File: src/rtl/scf_synth_pkg.sv
`timescale 1ns/1ps
package scf_synth_pkg;
    localparam int unsigned RATIO_W = 7;
    localparam int unsigned DIGIT_W = 4;

    typedef logic [RATIO_W-1:0] ratio_t;
    typedef logic [DIGIT_W-1:0] digit_t;

    typedef enum logic [1:0] {
        PFD_IDLE = 2'd0,
        PFD_UP   = 2'd1,
        PFD_DN   = 2'd2
    } pfd_state_t;

    typedef enum logic {
        LK_HUNT   = 1'b0,
        LK_LOCKED = 1'b1
    } lock_state_t;

    localparam digit_t RESET_TENS  = 4'd3;
    localparam digit_t RESET_ONES  = 4'd0;
    localparam ratio_t RESET_RATIO = 7'd30;
    localparam digit_t DIGIT_MAX   = 4'd9;

    function automatic ratio_t digits_to_ratio(input digit_t tens, input digit_t ones);
        return ratio_t'(tens) * ratio_t'(10) + ratio_t'(ones);
    endfunction
endpackage

File: src/rtl/scf_ref_divider.sv
`timescale 1ns/1ps
module scf_ref_divider #(
    parameter int unsigned DIV = 2700
) (
    input  logic clk,
    input  logic rst_n,
    output logic tick
);
    localparam int unsigned CW = $clog2(DIV);
    localparam logic [CW-1:0] LAST = CW'(DIV - 1);

    logic [CW-1:0] cnt_q;

    always_ff @(posedge clk or negedge rst_n) begin
        if (!rst_n) begin
            cnt_q <= '0;
        end else if (cnt_q == LAST) begin
            cnt_q <= '0;
        end else begin
            cnt_q <= cnt_q + 1'b1;
        end
    end

    assign tick = (cnt_q == LAST);
endmodule

File: src/rtl/scf_ratio_source.sv
`timescale 1ns/1ps
module scf_ratio_source
    import scf_synth_pkg::*;
(
    input  logic   clk,
    input  logic   rst_n,
    input  logic   cpu_wr,
    input  logic   cpu_addr,
    input  digit_t cpu_data,
    input  logic   use_switches,
    input  digit_t sw_tens,
    input  digit_t sw_ones,
    output ratio_t held_ratio,
    output logic   held_bad
);
    digit_t ones_q, tens_q;
    digit_t pick_tens, pick_ones;
    logic   pick_invalid;
    ratio_t pick_ratio;

    // stored digits; a value above nine never lands
    always_ff @(posedge clk or negedge rst_n) begin
        if (!rst_n) begin
            ones_q <= RESET_ONES;
            tens_q <= RESET_TENS;
        end else if (cpu_wr && (cpu_data <= DIGIT_MAX)) begin
            if (cpu_addr) begin
                tens_q <= cpu_data;
            end else begin
                ones_q <= cpu_data;
            end
        end
    end

    always_comb begin
        pick_tens    = use_switches ? sw_tens : tens_q;
        pick_ones    = use_switches ? sw_ones : ones_q;
        pick_ratio   = digits_to_ratio(pick_tens, pick_ones);
        pick_invalid = (pick_tens > DIGIT_MAX) || (pick_ones > DIGIT_MAX) ||
                       ((pick_tens == '0) && (pick_ones < 4'd2));
    end

    always_ff @(posedge clk or negedge rst_n) begin
        if (!rst_n) begin
            held_ratio <= RESET_RATIO;
            held_bad   <= 1'b0;
        end else begin
            held_bad <= pick_invalid;
            if (!pick_invalid) begin
                held_ratio <= pick_ratio;
            end
        end
    end
endmodule

File: src/rtl/scf_fb_divider.sv
`timescale 1ns/1ps
module scf_fb_divider
    import scf_synth_pkg::*;
#(
    parameter int unsigned SYNC_STAGES = 2
) (
    input  logic   clk,
    input  logic   rst_n,
    input  logic   vco_in,
    input  ratio_t next_ratio,
    output ratio_t active_ratio,
    output logic   tick
);
    logic [SYNC_STAGES-1:0] sync_q;
    logic                   prev_q;
    logic                   rise;
    logic                   terminal;
    ratio_t                 cnt_q;

    generate
        if (SYNC_STAGES == 1) begin : g_sync_one
            always_ff @(posedge clk or negedge rst_n) begin
                if (!rst_n) sync_q <= '0;
                else        sync_q <= vco_in;
            end
        end else begin : g_sync_chain
            always_ff @(posedge clk or negedge rst_n) begin
                if (!rst_n) sync_q <= '0;
                else        sync_q <= {sync_q[SYNC_STAGES-2:0], vco_in};
            end
        end
    endgenerate

    always_ff @(posedge clk or negedge rst_n) begin
        if (!rst_n) prev_q <= 1'b0;
        else        prev_q <= sync_q[SYNC_STAGES-1];
    end

    assign rise     = sync_q[SYNC_STAGES-1] && !prev_q;
    assign terminal = rise && (cnt_q == active_ratio - ratio_t'(1));

    // the new ratio is adopted only on the terminal edge
    always_ff @(posedge clk or negedge rst_n) begin
        if (!rst_n) begin
            cnt_q        <= '0;
            active_ratio <= RESET_RATIO;
            tick         <= 1'b0;
        end else begin
            tick <= terminal;
            if (terminal) begin
                cnt_q        <= '0;
                active_ratio <= next_ratio;
            end else if (rise) begin
                cnt_q <= cnt_q + ratio_t'(1);
            end
        end
    end
endmodule

File: src/rtl/scf_pfd.sv
`timescale 1ns/1ps
module scf_pfd
    import scf_synth_pkg::*;
(
    input  logic clk,
    input  logic rst_n,
    input  logic ref_ev,
    input  logic fb_ev,
    output logic up,
    output logic dn
);
    pfd_state_t state_q, state_d;

    always_ff @(posedge clk or negedge rst_n) begin
        if (!rst_n) state_q <= PFD_IDLE;
        else        state_q <= state_d;
    end

    always_comb begin
        state_d = state_q;
        unique case (state_q)
            PFD_IDLE: begin
                if (ref_ev && !fb_ev)      state_d = PFD_UP;
                else if (fb_ev && !ref_ev) state_d = PFD_DN;
            end
            PFD_UP:   if (fb_ev)  state_d = PFD_IDLE;
            PFD_DN:   if (ref_ev) state_d = PFD_IDLE;
            default:  state_d = PFD_IDLE;
        endcase
    end

    always_comb begin
        up = (state_q == PFD_UP);
        dn = (state_q == PFD_DN);
    end
endmodule

File: src/rtl/scf_lock_detect.sv
`timescale 1ns/1ps
module scf_lock_detect
    import scf_synth_pkg::*;
#(
    parameter int unsigned LOCK_PERIODS = 16,
    parameter int unsigned WIDTH_LIMIT  = 8
) (
    input  logic clk,
    input  logic rst_n,
    input  logic ref_ev,
    input  logic up,
    input  logic dn,
    output logic locked
);
    localparam int unsigned AW = $clog2(WIDTH_LIMIT + 1);
    localparam int unsigned GW = $clog2(LOCK_PERIODS + 1);
    localparam logic [AW-1:0] LIMIT = AW'(WIDTH_LIMIT);
    localparam logic [GW-1:0] GOAL  = GW'(LOCK_PERIODS - 1);

    lock_state_t   state_q, state_d;
    logic [AW-1:0] width_q;
    logic [GW-1:0] good_q;
    logic          wide;

    assign wide = (width_q >= LIMIT);

    always_ff @(posedge clk or negedge rst_n) begin
        if (!rst_n) state_q <= LK_HUNT;
        else        state_q <= state_d;
    end

    always_comb begin
        state_d = state_q;
        unique case (state_q)
            LK_HUNT:   if (ref_ev && !wide && (good_q == GOAL)) state_d = LK_LOCKED;
            LK_LOCKED: if (ref_ev && wide)                      state_d = LK_HUNT;
            default:   state_d = LK_HUNT;
        endcase
    end

    always_ff @(posedge clk or negedge rst_n) begin
        if (!rst_n) begin
            width_q <= '0;
            good_q  <= '0;
        end else if (ref_ev) begin
            width_q <= '0;
            if (wide)               good_q <= '0;
            else if (good_q < GOAL) good_q <= good_q + 1'b1;
        end else if ((up || dn) && !wide) begin
            width_q <= width_q + 1'b1;
        end
    end

    always_comb begin
        locked = (state_q == LK_LOCKED);
    end
endmodule

File: src/rtl/scf_synth_ctrl.sv
`timescale 1ns/1ps
module scf_synth_ctrl #(
    parameter int unsigned REF_DIV      = 2700,
    parameter int unsigned SYNC_STAGES  = 2,
    parameter int unsigned LOCK_PERIODS = 16,
    parameter int unsigned WIDTH_LIMIT  = 8
) (
    input  logic       clk,
    input  logic       rst_n,
    input  logic       cpu_wr,
    input  logic       cpu_addr,
    input  logic [3:0] cpu_data,
    input  logic       use_switches,
    input  logic [3:0] sw_tens,
    input  logic [3:0] sw_ones,
    input  logic       vco_in,
    output logic       ref_tick,
    output logic       fb_tick,
    output logic       pump_up,
    output logic       pump_dn,
    output logic       locked,
    output logic       ratio_bad,
    output logic [6:0] ratio_sel,
    output logic [6:0] ratio_now
);
    scf_ref_divider #(.DIV(REF_DIV)) i_ref (
        .clk  (clk),
        .rst_n(rst_n),
        .tick (ref_tick)
    );

    scf_ratio_source i_src (
        .clk         (clk),
        .rst_n       (rst_n),
        .cpu_wr      (cpu_wr),
        .cpu_addr    (cpu_addr),
        .cpu_data    (cpu_data),
        .use_switches(use_switches),
        .sw_tens     (sw_tens),
        .sw_ones     (sw_ones),
        .held_ratio  (ratio_sel),
        .held_bad    (ratio_bad)
    );

    scf_fb_divider #(.SYNC_STAGES(SYNC_STAGES)) i_fb (
        .clk         (clk),
        .rst_n       (rst_n),
        .vco_in      (vco_in),
        .next_ratio  (ratio_sel),
        .active_ratio(ratio_now),
        .tick        (fb_tick)
    );

    scf_pfd i_pfd (
        .clk   (clk),
        .rst_n (rst_n),
        .ref_ev(ref_tick),
        .fb_ev (fb_tick),
        .up    (pump_up),
        .dn    (pump_dn)
    );

    scf_lock_detect #(
        .LOCK_PERIODS(LOCK_PERIODS),
        .WIDTH_LIMIT (WIDTH_LIMIT)
    ) i_lock (
        .clk   (clk),
        .rst_n (rst_n),
        .ref_ev(ref_tick),
        .up    (pump_up),
        .dn    (pump_dn),
        .locked(locked)
    );
endmodule

File: config.mk
export PLATFORM = sky130hd
export DESIGN_NAME = scf_synth_ctrl
export DESIGN_NICKNAME = d
export VERILOG_FILES = /design/src/rtl/scf_synth_pkg.sv /design/src/rtl/scf_ref_divider.sv /design/src/rtl/scf_ratio_source.sv /design/src/rtl/scf_fb_divider.sv /design/src/rtl/scf_pfd.sv /design/src/rtl/scf_lock_detect.sv /design/src/rtl/scf_synth_ctrl.sv
export SDC_FILE = /design/constraint.sdc
export NUM_CORES = 1
export LEC_CHECK = 0
export BUFFER_PORTS_ARGS = -buffer_cell sky130_fd_sc_hd__clkbuf_2
export CAP_MARGIN = 15
export CORE_MARGIN = 4
export CORE_UTILIZATION = 35
export CTS_CLUSTER_DIAMETER = 150
export DETAILED_ROUTE_END_ITERATION = 6
export PLACE_DENSITY = 0.53
export SKIP_LAST_GASP = 1
export SYNTH_ARGS = -nofsm -noshare
export SYNTH_HDL_FRONTEND = slang
export SYNTH_SLANG_ARGS = --single-unit
File: constraint.sdc
create_clock -name clk -period 4.95 [get_ports clk]
set_clock_uncertainty 0.05 [all_clocks]
set_input_delay 0.495 -clock clk [delete_from_list [all_inputs] [get_ports clk]]
set_output_delay 0.495 -clock clk [all_outputs]
set_load 0.005 [all_outputs]
==> out/results.ini, run 1 <==
[clock_tree]
cts_sinks=58
post_cts_buffers=0
clkSlewWorstSetupHoldPaths_ps=70
h-tree-depth=3
postCtsHoldBufs=0
clk_path_buf_depth=2
cts-resized-gates=0
clock_latency_ps=340
numCtsBuffers=9
cts_root_buffer=clkbuf_8
cts_tree=yes

[floorplan]
die_w_um=101.0
die_h_um=101.0
start_util=0.3650
coreArea_um2=8299
die_area_um2=10210
io_pins=38
rows=33

[finish]
fin_cells=422
diodes=0
fillers=809
finalNetCount=348
syn_to_final_growth_pct=17.27
drive_above_1_share=0.3123
fin_area_um2=3552

[synth]
yosys_warnings=0
synthTopCellsByArea=dfrtp_1 (40%), mux2_2 (10%), dfstp_2 (8.7%), ha_1 (6.6%), xnor2_1 (5.2%)
synth.cell_area_um2=3029
ys_seq_elements=58
synth_nets=304
synthTopCellsByCount=dfrtp_1 (48), mux2_2 (28), nor2_1 (19)
ys.flop_type=dfrtp_1
synth_top_area_cell=dfrtp_1
async_flop_share=1.000
synth_edf_count=0
yosysMostFrequentCell=dfrtp_1
avgSynthCellArea_um2=11.30
yosysSeqAreaShare=0.4833
synthCells=268
yosysTopAreaCellShare=0.3965
ys_types=43

[grt]
overflow=0
antenna_found_initial=0
grt_use_total=0.1255
grt_pass1_vias=2154
grt_pass1_wl_mm=10.18
grt_max_degree=59

[placed_design]
io_buffers=37
placed_cells=406
globalplace.congestion=0.7630
place_area_um2=3326
dp_hpwl_mm=4.115

[pwr]
vdd_drop_max_uv=170.9
pwr_density_cell_nw_per_um2=383.6
p_leak_nw=1.652

[detailed_routing]
drt_iter0_drc=90
wl_per_cell_um=13.59
ant_nets=0
vias=2009
drc=0
drtPass1Iterations=4
vias_per_cell=4.761
wirelength_mm=5.735

[timing]
fin_crit_ps=2833
slew_viol_final=0
fmax_mhz=352.9
setup_viol=0
finalCritPeriodShare=0.5724
worst_pin_slew_ps=897.3
rsz0062_at_grt=false
slew_headroom=0.3973
tns_ps=0
hold_violations=0

[setup_path]
critPathArrivalTime_ps=2290
cp_slowest_cell=and3_1
worstPathCellList=ha_1 > nor4bb_1 > and3_1 > clkbuf_2
endpoint_kind=output port
cpLargestDelayFamily=simple AND/OR/NAND/NOR gates
crit_type=flip-flop to output port
start_kind=flip-flop
critPathBufInv=1
critPathMaxStageDelay_ps=750
required_ps=4410
critPathMaxFanout=25

[run_status]
status=finished clean

[hold_path]
min_path_type=input pin to flip-flop

[run]
drv_cap=0

-- through the flow --
step           hold slack (ps)  setup slack, ps  power, mW    util
2_1_floorplan            149.4             2221     0.7813       -
3_3_place_gp             295.8             2119     0.8734  0.4007
3_5_place_dp             288.7             2074     0.8774  0.4007
4_1_cts                  204.4             2091      1.382  0.4280
5_1_grt                  200.5             1934      1.443  0.4280
6_report                 216.4             2117      1.363  0.4280
-- path summary, 6_finish.rpt --
check	from	to	slack, ps	cells past startpoint
worst max-delay path	i_ref.cnt_q[0]	ref_tick	2120	4
max in group asynchronous	rst_n	i_ref.cnt_q[2]	4120	2
worst min-delay path	vco_in	i_fb.sync_q[0]	220	1
worst max register to register	i_fb.active_ratio[0]	i_fb.active_ratio[0]	2290	7
worst min register to register	i_fb.sync_q[0]	i_fb.sync_q[1]	300	0
min in group asynchronous	rst_n	i_src.ones_q[3]	230	2
-- routing by layer --
| metal | up-vias | track usage | share of wire | wire length [µm] |
|---|---|---|---|---|
| li1 | 1016 | - | - | - |
| met1 | 959 | 0.1648 | 0.50 | 2848 |
| met2 | 26 | 0.1980 | 0.46 | 2610 |
| met3 | 8 | 0.02630 | 0.029 | 165 |
| met4 | 0 | 0.05828 | 0.020 | 112 |
| met5 | - | 0 | 0 | 0 |
-- layout make-up --
type	count	area (µm²)	share of cell area
clock inverters	7	102.6	0.02888
repair buffers	38	192.7	0.05424
flip-flops and latches	58	1464	0.4121
clock buffers	9	123.9	0.03487
inverters	14	52.55	0.01479
multi-input cells	191	1485	0.4181
well taps	105	131.4	0.03698
-- state kept, by name (all words and copies together), names as in the netlist --
name / count
i_ref.cnt_q: 12
i_fb.active_ratio: 7
i_fb.cnt_q: 7
i_src.held_ratio: 7
i_lock.good_q: 5
i_lock.width_q: 4
i_src.ones_q: 4
i_src.tens_q: 4
i_fb.sync_q: 2
i_pfd.state_q: 2
i_fb.prev_q: 1
i_fb.tick: 1
i_lock.locked: 1
i_src.held_bad: 1
-- where the power goes --
| part | switching (mW) | internal (mW) |
|---|---|---|
| clock | 0.212 | 0.287 |
| combinational | 0.114 | 0.138 |
| sequential | 0.0598 | 0.551 |
-- logic make-up (layout without fill, tap and decap cells) --
family                     after synthesis  count (layout)  share of synthesized area
AOI/OAI and AO/OA                       36              36                    0.07105
xor gates and xnor gates                31              31                    0.08963
adders and majority gates               18              18                    0.07931
buffers and inverters                   19              68                    0.02643
DFF                                     58              58                     0.4833
muxes                                   30              30                     0.1140
and+or+nand+nor                         76              76                     0.1363
-- cell usage in the layout, fill, tap and decap left out, types with 6 or more instances in the layout --
master     n
xor2_1    13
clkbuf_2  37
nand3_1    8
a21oi_1   12
mux2_2    28
nor2_1    19
and3_1     6
dfstp_2   10
inv_1     14
dfrtp_1   48
o21ai_0   13
nand2_1   17
xnor2_1   18
clkbuf_8   9
ha_1      16
Note: power is estimated with default switching activity, not from simulation.
==> run 2, diff against run 1 <==
Clock period 4.95 ns to 2.86 ns, I/O delays scaled along.
==> run 2 against run 1 <==
  * Critical path depth increased by 4
  * Global-route usage decreased by 0.23 points
  * Highest routed layer unchanged
  * Power increased by 62%
  * Hold slack got worse by 62 ps
  * Combinational power increased by 76%
==> out/results.ini, run 2 (synthesis gave the netlist of run 1 again) <==
[run_status]
status=finished clean

[finish]
fin_area_um2=3573
finalNetCount=355
mostFrequentLayoutCell=dfrtp_1
diodes=0
fillers=798
largest_reg_flops=12
drive_above_1_share=0.3210
top_register=i_ref.cnt_q
fin_cells=429
most-common-layout-cells=dfrtp_1 (48), clkbuf_2 (37), mux2_2 (28)
syn_to_final_growth_pct=17.97

[setup_path]
worstPathCellList=mux2_2 > ha_1 > ha_1 > fa_1 > nand2_1 > nor2_1 > xnor2_1 > mux2_2
critPathArrivalTime_ps=2550
start_kind=flip-flop
critPathMaxFanout=5
crit_type=flip-flop to flip-flop
cp_slowest_cell=dfstp_2
endpoint_kind=flip-flop
required_ps=3030
critPathMaxStageDelay_ps=530

[clock_tree]
cts_tree=yes
postCtsHoldBufs=2
numCtsBuffers=9
cts_sinks=58
clock_latency_ps=330
cts-resized-gates=0
h-tree-depth=3
clkSlewWorstSetupHoldPaths_ps=70
cts_root_buffer=clkbuf_8
clk_path_buf_depth=2
post_cts_buffers=0

[floorplan]
rows=33
die_w_um=101.0
die_h_um=101.0
start_util=0.3650
die_area_um2=10210
io_pins=38
coreArea_um2=8299

[timing]
slew_headroom=0.6663
slew_viol_final=0
fin_crit_ps=2382
fmax_mhz=419.8
worst_pin_slew_ps=500.6
hold_violations=0
tns_ps=0
finalCritPeriodShare=0.8329
rsz0062_at_grt=false
setup_viol=0

[detailed_routing]
drt_iter0_drc=114
vias_per_cell=4.821
ant_nets=0
wl_per_cell_um=13.36
wirelength_mm=5.732
routed.top_layer=met4
met2_length_mm=2.722
drtPass1Iterations=4
vias=2068
met1_length_mm=2.727
wl_met3_um=212
drc=0

[grt]
grt_pass1_vias=2141
antenna_found_initial=0
grt_max_degree=21
overflow=0
grt_pass1_wl_mm=9.949
grt_use_total=0.1232

[placed_design]
io_buffers=37
placed_cells=411
place_area_um2=3363
dp_hpwl_mm=4.271
globalplace.congestion=0.7397

[pwr]
pwr_density_cell_nw_per_um2=618.7
p_leak_nw=1.671
vdd_drop_max_uv=316.9
p_total_mw=2.211

[hold_path]
min_path_type=input pin to flip-flop

[run]
drv_cap=0

[run 2: cell count changes in the layout (fill, tap and decap cells not counted)]
| cell | before | now |
|---|---|---|
| dlygate4sd3_1 | 0 | 2 |
| buf_4 | 1 | 6 |
| clkbuf_8 | 9 | 12 |
| bufinv_16 | 2 | 0 |
| inv_6 | 1 | 0 |
| clkinv_4 | 3 | 0 |
| clkinvlp_4 | 1 | 2 |
| clkinv_2 | 0 | 2 |
[run 2: cell type report]
class,count,area (µm²),area share
multi-input cells,191,1485,0.4156
flip-flops and latches,58,1464,0.4097
repair buffers,45,250.2,0.07003
clock buffers,12,165.2,0.04622
well taps,105,131.4,0.03676
inverters,14,52.55,0.01471
clock inverters,4,25.02,0.007003
[run 2: path summary, 6_finish.rpt]
path,start,to,slack [ps],depth (start not counted)
min in group asynchronous,rst_n,i_src.tens_q[2],400,2
hold / removal,cpu_data[0],i_src.ones_q[0],150,2
hold reg to reg,i_fb.sync_q[0],i_fb.sync_q[1],310,0
setup / recovery,i_src.tens_q[1],i_src.held_ratio[6],480,8
max in group asynchronous,rst_n,i_fb.active_ratio[1],1660,3
setup reg to reg,i_src.tens_q[1],i_src.held_ratio[6],480,8
[run 2: report_power, final]
part	switching [mW]	internal, mW
combinational	0.203	0.243
clock	0.326	0.382
sequential	0.103	0.955
total	0.631	1.58
[run 2: per-stage QoR]
stage	util	setup WS, ps	hold WS [ps]
final	0.4306	477.8	154.8
after global routing	0.4306	357.1	137.9
after CTS	0.4306	475.9	131.6
after detailed placement	0.4052	223.6	229.6
after global placement	0.4052	227.1	233.4
after floorplan	-	340.4	-59.59
[run 2: worst max-delay path: cells and delay by family (launching register included)]
family                     cells  cell delay [ps]
xor gates and xnor gates       1               80
adders and majority gates      3              970
muxes                          2              480
and+or+nand+nor                2              170
DFF                            1              530
[run 2: routing by layer]
layer,up-vias,global-route usage
met4,0,0.04601
met3,5,0.03806
met1,998,0.1565
li1,1037,-
met2,28,0.1970
met5,-,0
==> run 3, diff against run 2 <==
Settings changed: PLACE_DENSITY 0.53 to 0.55.
Clock period 2.86 ns to 2 ns, I/O delays scaled along.
==> run 3 against run 2 <==
  * The flow now finishes with violations (negative setup slack)
  * Fmax increased by 6.3%
  * Routed wire length increased by 5.5%
  * Power increased by 68%
==> out/results.ini, run 3 (synthesis gave the netlist of run 1 again) <==
[placed_design]
io_buffers=37
dp_hpwl_mm=4.459
globalplace.congestion=0.7516

[timing]
fmax_mhz=446.1
slew_viol_final=0
slew_headroom=0.6338
finalCritPeriodShare=1.121
tns_ps=-2541
timing.final.ws_setup_ps=-241.6
worst_pin_slew_ps=549.2
rsz0062_at_grt=true
hold_violations=0
fin_crit_ps=2242
setup_viol=17

[grt]
antenna_found_initial=0
overflow=0
grt_use_total=0.1310
grt_pass1_vias=2245
grt_max_degree=23
grt_pass1_wl_mm=10.44

[detailed_routing]
wirelength_mm=6.049
drtPass1Iterations=4
ant_nets=0
drt_iter0_drc=57
wl_per_cell_um=13.18
drc=0
vias=2200
vias_per_cell=4.793

[finish]
multi_input_area_um2=1644
drive_above_1_share=0.4379
largest_reg_flops=12
final-seq-area_um2=1464
finalNetCount=385
top_register=i_ref.cnt_q
fin_util=0.4919
mostFrequentLayoutCell=dfrtp_1
diodes=0
fillers=767
syn_to_final_growth_pct=34.78
most-common-layout-cells=dfrtp_1 (48), clkbuf_2 (37), buf_4 (25)

[pwr]
p_leak_nw=1.903
pwr_density_cell_nw_per_um2=907.1
vdd_drop_max_uv=526.6

[clock_tree]
clkSlewWorstSetupHoldPaths_ps=60
cts_tree=yes
clk_path_buf_depth=2
clock_latency_ps=330
cts_sinks=58
cts_root_buffer=clkbuf_8
numCtsBuffers=9
h-tree-depth=3

[setup_path]
crit_type=flip-flop to flip-flop
critPathMaxFanout=5
start_kind=flip-flop
required_ps=2160
r2r_setup_slack_ps=-240
endpoint_kind=flip-flop
critPathArrivalTime_ps=2400

[floorplan]
io_pins=38
die_area_um2=10210
die_w_um=101.0
coreArea_um2=8299
die_h_um=101.0
rows=33
start_util=0.3650

[run]
drv_cap=0

[run_status]
violations=negative setup slack
status=finished with violations

[hold_path]
min_path_type=input pin to flip-flop

## run 3: final timing paths
path,to,from,cells after the start
min in group asynchronous,i_fb.active_ratio[5],rst_n,2
min reg2reg,i_fb.sync_q[1],i_fb.sync_q[0],0
max reg2reg,i_fb.active_ratio[6],i_fb.active_ratio[1],8
max in group asynchronous,i_fb.active_ratio[2],rst_n,3
min,i_src.ones_q[0],cpu_data[0],2
max,i_fb.active_ratio[6],i_fb.active_ratio[1],8
## run 3: timing repair
action                                  CTS  global route
pin swaps                                 8             6
endpoints found under the setup margin   14            23
hold buffers                              2             0
endpoints found under the hold margin    13             0
gates resized for setup                   9            26
buffers inserted                          6             4
cloned                                    1             0
## run 3: report_power, final
| group | switching (mW) | internal (mW) | leakage [nW] | total [mW] |
|---|---|---|---|---|
| Sequential | 0.143 | 1.37 | 0.724 | 1.51 |
| Clock | 0.447 | 0.891 | 0.129 | 1.34 |
| Combinational | 0.358 | 0.499 | 1.05 | 0.856 |
| Total | 0.948 | 2.76 | 1.90 | 3.70 |
## run 3: stage by stage
stage	cell area [µm²]	instances	power [mW]	hold WS (ps)	setup slack, ps
after detailed placement	3581	431	2.292	157.0	-335.4
final	4083	459	3.703	67.66	-241.6
after floorplan	3094	268	1.974	-145.6	-225.9
after global placement	3581	431	2.285	159.6	-296.1
after global routing	4083	459	3.915	36.39	-353.8
after CTS	3965	456	3.705	42.02	-230.3
## run 3: critical path: stages, from the launching register on
cell and delay, ps:
dfstp_2 570, inv_2 50, ha_4 250, xor2_1 140, nand4_1 170, nor4_4 330, buf_4 170, buf_12 110
mux2_4 290
## run 3: cell type report
cell class / instances / area share
Sequential cell: 58 / 0.3586
Inverter: 14 / 0.01287
Multi-Input combinational cell: 191 / 0.4027
Clock buffer: 11 / 0.03708
Clock inverter: 5 / 0.02452
Tap cell: 105 / 0.03218
Timing Repair Buffer: 75 / 0.1321
## run 3: layer usage
metal	up-vias	wire [µm]	GRT usage
li1	1092	-	-
met1	1069	2826	0.1626
met2	30	2922	0.2122
met3	9	190	0.03875
met4	0	108	0.05521
met5	-	0	0
